===== config.mk =====
export PLATFORM = sky130hd
export DESIGN_NAME = spi_user_port
export DESIGN_NICKNAME = d
export VERILOG_FILES = /design/src/rtl/spi_user_pkg.sv /design/src/rtl/spi_user_gate.sv /design/src/rtl/spi_user_shifter.sv /design/src/rtl/spi_user_port.sv
export SDC_FILE = /design/constraint.sdc
export NUM_CORES = 1
export LEC_CHECK = 0
export ABC_CLOCK_PERIOD_IN_PS = 4500
export BUFFER_PORTS_ARGS = -buffer_cell sky130_fd_sc_hd__buf_2
export CAP_MARGIN = 20
export CORE_ASPECT_RATIO = 0.8
export CORE_MARGIN = 2
export CORE_UTILIZATION = 30
export DETAILED_ROUTE_END_ITERATION = 10
export GPL_TIMING_DRIVEN = 0
export PLACE_DENSITY_LB_ADDON = 0.05
export SLEW_MARGIN = 20
export SYNTH_ARGS = -nofsm -noshare
export SYNTH_HDL_FRONTEND = slang
export SYNTH_HIERARCHICAL = 1
export SYNTH_SLANG_ARGS = --single-unit

===== constraint.sdc =====
create_clock -name clk -period 4.5 [get_ports clk]
set_clock_uncertainty 0.1 [all_clocks]
set_input_delay 0.9 -clock clk [delete_from_list [all_inputs] [get_ports clk]]
set_output_delay 0.9 -clock clk [all_outputs]
set_load 0.005 [all_outputs]

===== src/rtl/spi_user_pkg.sv =====
package spi_user_pkg;
    typedef enum logic [1:0] {
        ACC_IDLE = 2'd0,
        ACC_LOAD = 2'd1,
        ACC_WAIT = 2'd2
    } acc_state_e;

    localparam logic [1:0] MODE_SW   = 2'd3;
    localparam int         STOP_POS  = 2;
    localparam logic [1:0] SIZE_BYTE = 2'd0;
    localparam logic [1:0] SIZE_HALF = 2'd1;
    localparam logic [1:0] SIZE_WORD = 2'd2;
endpackage


===== src/rtl/spi_user_gate.sv =====
module spi_user_gate
    import spi_user_pkg::*;
#(
    parameter int NUM_CS = 3,
    parameter int CS_W   = 2
) (
    input  logic [2:0]        ctrl_reg,
    input  logic [CS_W-1:0]   chip_sel,
    input  logic [NUM_CS-1:0] cfg_we,
    input  logic [1:0]        size,
    input  logic [1:0]        offs,
    input  logic              is_write,
    output logic              legal,
    output logic [1:0]        last_idx
);
    logic sw_mode;
    logic aligned;
    logic we_ok;

    always_comb begin
        sw_mode = (ctrl_reg[1:0] == MODE_SW);
        we_ok   = (int'(chip_sel) < NUM_CS) && cfg_we[chip_sel];
        case (size)
            SIZE_BYTE: begin aligned = 1'b1;           last_idx = 2'd0; end
            SIZE_HALF: begin aligned = !offs[0];       last_idx = 2'd1; end
            SIZE_WORD: begin aligned = (offs == 2'd0); last_idx = 2'd3; end
            default:   begin aligned = 1'b0;           last_idx = 2'd0; end
        endcase
        legal = sw_mode && aligned && (!is_write || we_ok);
    end
endmodule


===== src/rtl/spi_user_shifter.sv =====
module spi_user_shifter #(
    parameter int SCK_HALF = 2
) (
    input  logic       clk,
    input  logic       rst_n,
    input  logic       start,
    input  logic [7:0] tx_byte,
    input  logic       miso,
    output logic       sck,
    output logic       mosi,
    output logic [7:0] rx_byte,
    output logic       done
);
    localparam int DIV_W = (SCK_HALF > 1) ? $clog2(SCK_HALF) : 1;
    localparam logic [DIV_W-1:0] DIV_LAST = DIV_W'(SCK_HALF - 1);

    typedef struct packed {
        logic             busy;
        logic             sck;
        logic [7:0]       sh;
        logic [7:0]       rx;
        logic [2:0]       bit_idx;
        logic [DIV_W-1:0] div;
        logic             done;
    } shf_t;

    shf_t q, d;

    always_comb begin
        d      = q;
        d.done = 1'b0;
        if (start) begin
            d.busy    = 1'b1;
            d.sck     = 1'b0;
            d.sh      = tx_byte;
            d.bit_idx = 3'd0;
            d.div     = '0;
        end else if (q.busy) begin
            if (q.div == DIV_LAST) begin
                d.div = '0;
                if (!q.sck) begin
                    d.sck = 1'b1;
                    d.rx  = {q.rx[6:0], miso};
                end else begin
                    d.sck = 1'b0;
                    if (q.bit_idx == 3'd7) begin
                        d.busy = 1'b0;
                        d.done = 1'b1;
                    end else begin
                        d.bit_idx = q.bit_idx + 3'd1;
                        d.sh      = {q.sh[6:0], 1'b0};
                    end
                end
            end else begin
                d.div = q.div + DIV_W'(1);
            end
        end
    end

    always_ff @(posedge clk or negedge rst_n) begin
        if (!rst_n) q <= '0;
        else        q <= d;
    end

    assign sck     = q.sck;
    assign mosi    = q.sh[7];
    assign rx_byte = q.rx;
    assign done    = q.done;
endmodule


===== src/rtl/spi_user_port.sv =====
module spi_user_port
    import spi_user_pkg::*;
#(
    parameter int NUM_CS   = 3,
    parameter int SCK_HALF = 2,
    localparam int CS_W    = (NUM_CS > 1) ? $clog2(NUM_CS) : 1
) (
    input  logic              clk,
    input  logic              rst_n,
    input  logic              bus_valid,
    input  logic              bus_write,
    input  logic [1:0]        bus_offs,
    input  logic [1:0]        bus_size,
    input  logic [31:0]       bus_wdata,
    output logic [31:0]       bus_rdata,
    output logic              bus_ready,
    input  logic [2:0]        ctrl_reg,
    input  logic [CS_W-1:0]   chip_sel,
    input  logic [NUM_CS-1:0] cfg_we,
    output logic              spi_cs_n,
    output logic              spi_sck,
    output logic              spi_mosi,
    input  logic              spi_miso
);
    typedef struct packed {
        acc_state_e  st;
        logic        wr;
        logic [31:0] wdata;
        logic [31:0] rdata;
        logic [1:0]  idx;
        logic [1:0]  last;
        logic        cs_act;
    } port_t;

    port_t q, d;

    logic       legal;
    logic [1:0] last_idx;
    logic       shf_start;
    logic [7:0] shf_tx;
    logic [7:0] shf_rx;
    logic       shf_done;

    spi_user_gate #(.NUM_CS(NUM_CS), .CS_W(CS_W)) u_gate (
        .ctrl_reg (ctrl_reg),
        .chip_sel (chip_sel),
        .cfg_we   (cfg_we),
        .size     (bus_size),
        .offs     (bus_offs),
        .is_write (bus_write),
        .legal    (legal),
        .last_idx (last_idx)
    );

    spi_user_shifter #(.SCK_HALF(SCK_HALF)) u_shf (
        .clk     (clk),
        .rst_n   (rst_n),
        .start   (shf_start),
        .tx_byte (shf_tx),
        .miso    (spi_miso),
        .sck     (spi_sck),
        .mosi    (spi_mosi),
        .rx_byte (shf_rx),
        .done    (shf_done)
    );

    always_comb begin
        d         = q;
        shf_start = 1'b0;
        shf_tx    = q.wr ? q.wdata[{q.idx, 3'b000} +: 8] : 8'hFF;
        case (q.st)
            ACC_IDLE: begin
                if (bus_valid && legal) begin
                    d.st    = ACC_LOAD;
                    d.wr    = bus_write;
                    d.wdata = bus_wdata;
                    d.idx   = 2'd0;
                    d.last  = last_idx;
                    if (!bus_write) d.rdata = '0;
                end
            end
            ACC_LOAD: begin
                shf_start = 1'b1;
                d.st      = ACC_WAIT;
            end
            ACC_WAIT: begin
                if (shf_done) begin
                    if (!q.wr) d.rdata[{q.idx, 3'b000} +: 8] = shf_rx;
                    if (q.idx == q.last) begin
                        d.st = ACC_IDLE;
                    end else begin
                        d.idx = q.idx + 2'd1;
                        d.st  = ACC_LOAD;
                    end
                end
            end
            default: d.st = ACC_IDLE;
        endcase
        d.cs_act = ((ctrl_reg[1:0] == MODE_SW) && !ctrl_reg[STOP_POS])
                 || ((q.st != ACC_IDLE) && q.cs_act);
    end

    always_ff @(posedge clk or negedge rst_n) begin
        if (!rst_n) q <= '{st: ACC_IDLE, default: '0};
        else        q <= d;
    end

    assign bus_ready = (q.st == ACC_IDLE);
    assign bus_rdata = q.rdata;
    assign spi_cs_n  = !q.cs_act;
endmodule


==> run summary <==
The number of distinct standard cells referenced by the synthesized netlist came out at 49. The largest net degree at the start of global routing came out at a little under 60. TritonCTS created 9 clock buffers.

Setup repair after global routing left no endpoint under its margin. The clock edge transition at the registers on the reported setup and hold paths is 0.07 ns. The first global-routing pass estimated ~20000 µm of wire. The number of nets in the layout is 535.

Across all hold checks on the routed design, the worst slack comes to 0.348 ns. The post-route clock period utilization came out at 0.566. The multi-input combinational cells in the finished layout cover a total of 2090 µm². The post-synthesis average cell area is approximately 13 µm². The number of clock sinks is 95.

The final RePlAce weighted congestion is about 0.75. The total wire length after detailed routing came out at 12300 µm. The peak supply drop came out at 174 µV. The upper clock frequency limit came out at ~400 MHz. The count of standard-cell rows came out at 42.

The flow ran to the end, and the final reports show no timing, DRC or antenna violations. The H-tree was split into 3 levels. The worst setup slack for register-to-register paths came out at 2.24 ns. The initial core utilization is 0.304.

The aggregate negative setup slack came out at 0 ns. The number of global-route vias before repair came out at 3502. The slew at the pin closest to its max-slew limit is approximately 0.54 ns. The number of pins exceeding their max-slew limit in the final report came out at 0. The gate count after technology mapping came out at 378. Headroom to the max-slew limit came out at 0.638. The worst min-delay path class is input pin to async pin.

The number of warning messages in the yosys log is 6. In this run the post-CTS setup repair buffer count came out at 0. The diode insertion count for antenna repair is 0. The buffer cell driving the clock tree root is sky130_fd_sc_hd__clkbuf_16. The number of flops mapped to enable cells by yosys is 0.

The clock latency reported for the late side of the worst-skew pair is 0.35 ns. The initial antenna violation count came out at 0. The total of endpoints with negative setup slack in the final report came out at 0.

The total placed instance area is 5730 µm². Across the run, the number of max-cap violations was 0. The post-detailed-route wirelength per cell came out at 17.5 µm.

The critical setup path kind is input pin to flip-flop. The post-synthesis register bit count is 95. For this run, the register share of the synthesized area comes to 0.475. The synthesized area is 5000 µm². The filler cell count in the final layout came out at 1650. The I/O pin count came out at 85. The ratio of total power to cell area came out at 495 nW/µm². Among all flip-flop cells after synthesis, the most frequent one is sky130_fd_sc_hd__dfrtp_1. The residual overflow from global routing came out at 0. The worst register-to-register path begins at q[4].

The final critical-path required period is 2.55 ns. The critical path required time came out at 4.63 ns. The area added between synthesis and finish is 20.1%. In this run the vertical extent of the chip is 119 µm.

The length in cells of the worst reg-to-reg path came out at 6. TritonCTS built the clock tree. The sequential cells in the finished layout cover a total of 2380 µm². The average vias per placed instance is 4.63. The leakage power summed over all cells came out at about 2.9 nW.

The number of I/O port buffers is 84. The number of resized instances in the post-cts repair step came out at 0. The share of cells above drive strength 1 came out at 0.480.

The share of Yosys cell area claimed by the top area cell type is 0.475. The worst setup path is captured at a flip-flop. For this run, design rule violations remaining after detail routing come to 0. The fraction of registers with async set/reset came out at 1.00.

By area the synthesized netlist is led by sky130_fd_sc_hd__dfrtp_1 48%, sky130_fd_sc_hd__mux2_2 10%, sky130_fd_sc_hd__buf_4 6.3%. The post-detailed-route count of antenna-violating nets came out at 0. The via count is 3239. The number of buffers added to fix hold violations after cts is 0.

The pre-antenna-repair detailed-routing pass consisted of 4 iterations. In this run the worst path has a maximum fanout of 10. Counting every net in the synthesized netlist gives approximately 440.

The global router's overall resource usage came out at 0.150. The x dimension of the die is 148 µm. The critical path data arrival time is 2.68 ns.

STA classifies the critical path startpoint as an input pin. The detailed placer's ending HPWL came out at 8680 µm. The largest area contributor in the synthesized netlist is sky130_fd_sc_hd__dfrtp_1.

The library cell used most frequently in the layout, excluding fill and tap cells, is sky130_fd_sc_hd__dfrtp_1. No sink is reached through more buffers than the 2 on the longest clock path. The worst register-to-register path ends at bus_rdata[9]. The floorplan step defined a core boundary enclosing 16400 µm².

The finished cells cover 6010 µm². The initial detailed-routing violation count is 102. The most critical setup path has its startpoint at bus_size[0]. The final hold violation count came out at 0. Following the worst setup path forward leads to its endpoint at q[60]. The die covers 17700 µm². Leaving out fill and tap cells, the most frequent cells in the layout are 95 x sky130_fd_sc_hd__dfrtp_1, 86 x sky130_fd_sc_hd__buf_2, 45 x sky130_fd_sc_hd__mux2_2.
-- sequential cells by signal, indices dropped and copies added, names as in the netlist --
name	cells
bus_rdata	32
u_shf/done	1
u_shf/q	12
u_shf/rx_byte	8
u_shf/sck	1
q	40
u_shf/mosi	1
-- power breakdown --
group | switching [W] | leakage [nW] | internal (W)
Combinational | 0.000521 | 1.51 | 0.000501
Clock | 0.000342 | 0.133 | 0.000393
Sequential | 0.000141 | 1.25 | 0.00107
Total | 0.00100 | 2.89 | 0.00197
-- worst max-delay path: stages --
cell,delay [ns]
sky130_fd_sc_hd__buf_2,0.12
sky130_fd_sc_hd__inv_1,0.10
sky130_fd_sc_hd__ha_1,0.16
sky130_fd_sc_hd__a221oi_1,0.09
sky130_fd_sc_hd__nor4_2,0.27
sky130_fd_sc_hd__and4bb_4,0.31
sky130_fd_sc_hd__buf_6,0.18
sky130_fd_sc_hd__buf_6,0.19
sky130_fd_sc_hd__mux2_2,0.35
-- final cells by class --
cell class,instances,share of cell area
flip-flops and latches,95,0.396
multi-input cells,213,0.348
clock inverters,4,0.00500
well taps,220,0.0458
repair buffers,85,0.0756
plain buffers,62,0.0840
inverters,8,0.00500
clock buffers,12,0.0410
-- synthesized netlist by cell type, types with 2 or more instances --
library cell,count
sky130_fd_sc_hd__mux4_2,4
sky130_fd_sc_hd__clkbuf_8,3
sky130_fd_sc_hd__mux2_2,45
sky130_fd_sc_hd__mux4_1,4
sky130_fd_sc_hd__nor3b_1,33
sky130_fd_sc_hd__mux2i_1,10
sky130_fd_sc_hd__dfrtp_1,95
sky130_fd_sc_hd__buf_2,3
sky130_fd_sc_hd__nand2b_1,2
sky130_fd_sc_hd__clkbuf_1,3
sky130_fd_sc_hd__a221o_1,25
sky130_fd_sc_hd__a221o_2,7
sky130_fd_sc_hd__nor2_1,9
sky130_fd_sc_hd__xnor2_1,4
sky130_fd_sc_hd__or2b_2,6
sky130_fd_sc_hd__buf_4,42
sky130_fd_sc_hd__and3_1,7
sky130_fd_sc_hd__inv_1,8
sky130_fd_sc_hd__o21ai_1,6
sky130_fd_sc_hd__nand2_1,12
sky130_fd_sc_hd__or2b_1,2
sky130_fd_sc_hd__buf_6,8
sky130_fd_sc_hd__ha_1,12
sky130_fd_sc_hd__nor4_4,2
sky130_fd_sc_hd__o21ai_0,2
-- metrics by stage --
stage	util	std cells	setup slack, ns	power [W]
2_1_floorplan	-	378	1.96	0.00193
3_3_place_gp	0.346	682	1.29	0.00225
3_5_place_dp	0.348	683	1.56	0.00227
4_1_cts	0.365	699	1.94	0.00302
5_1_grt	0.365	699	1.85	0.00317
6_report	0.365	699	1.95	0.00297
-- worst min path at each step --
stage	from	endpoint	slack (ns)	depth (start not counted)
floorplan	q[52]	q[52]	0.37	1
global placement	q[64]	q[64]	0.38	1
detailed placement	q[58]	q[58]	0.39	1
CTS	rst_n	q[40]	0.35	1
global route	rst_n	q[40]	0.36	1
finish	rst_n	q[40]	0.35	1
-- layer usage --
metal | vias to the layer above | part of all wire | global-route usage
met3 | 9 | 0.036 | 0.0345
met4 | 0 | 0.010 | 0.0405
met5 | - | 0 | 0
met2 | 54 | 0.45 | 0.225
li1 | 1535 | - | -
met1 | 1641 | 0.51 | 0.217
-- cells by family after synthesis --
family	Yosys count	synth area share
adder cells (fa/ha/maj)	12	0.0300
AND/OR/NAND/NOR	86	0.131
multiplexers	63	0.160
buffers and inverters	70	0.107
XOR/XNOR	5	0.00876
AO/OA/AOI/OAI	47	0.0871
flip-flops	95	0.475
Note: power is estimated with default switching activity, not from simulation.
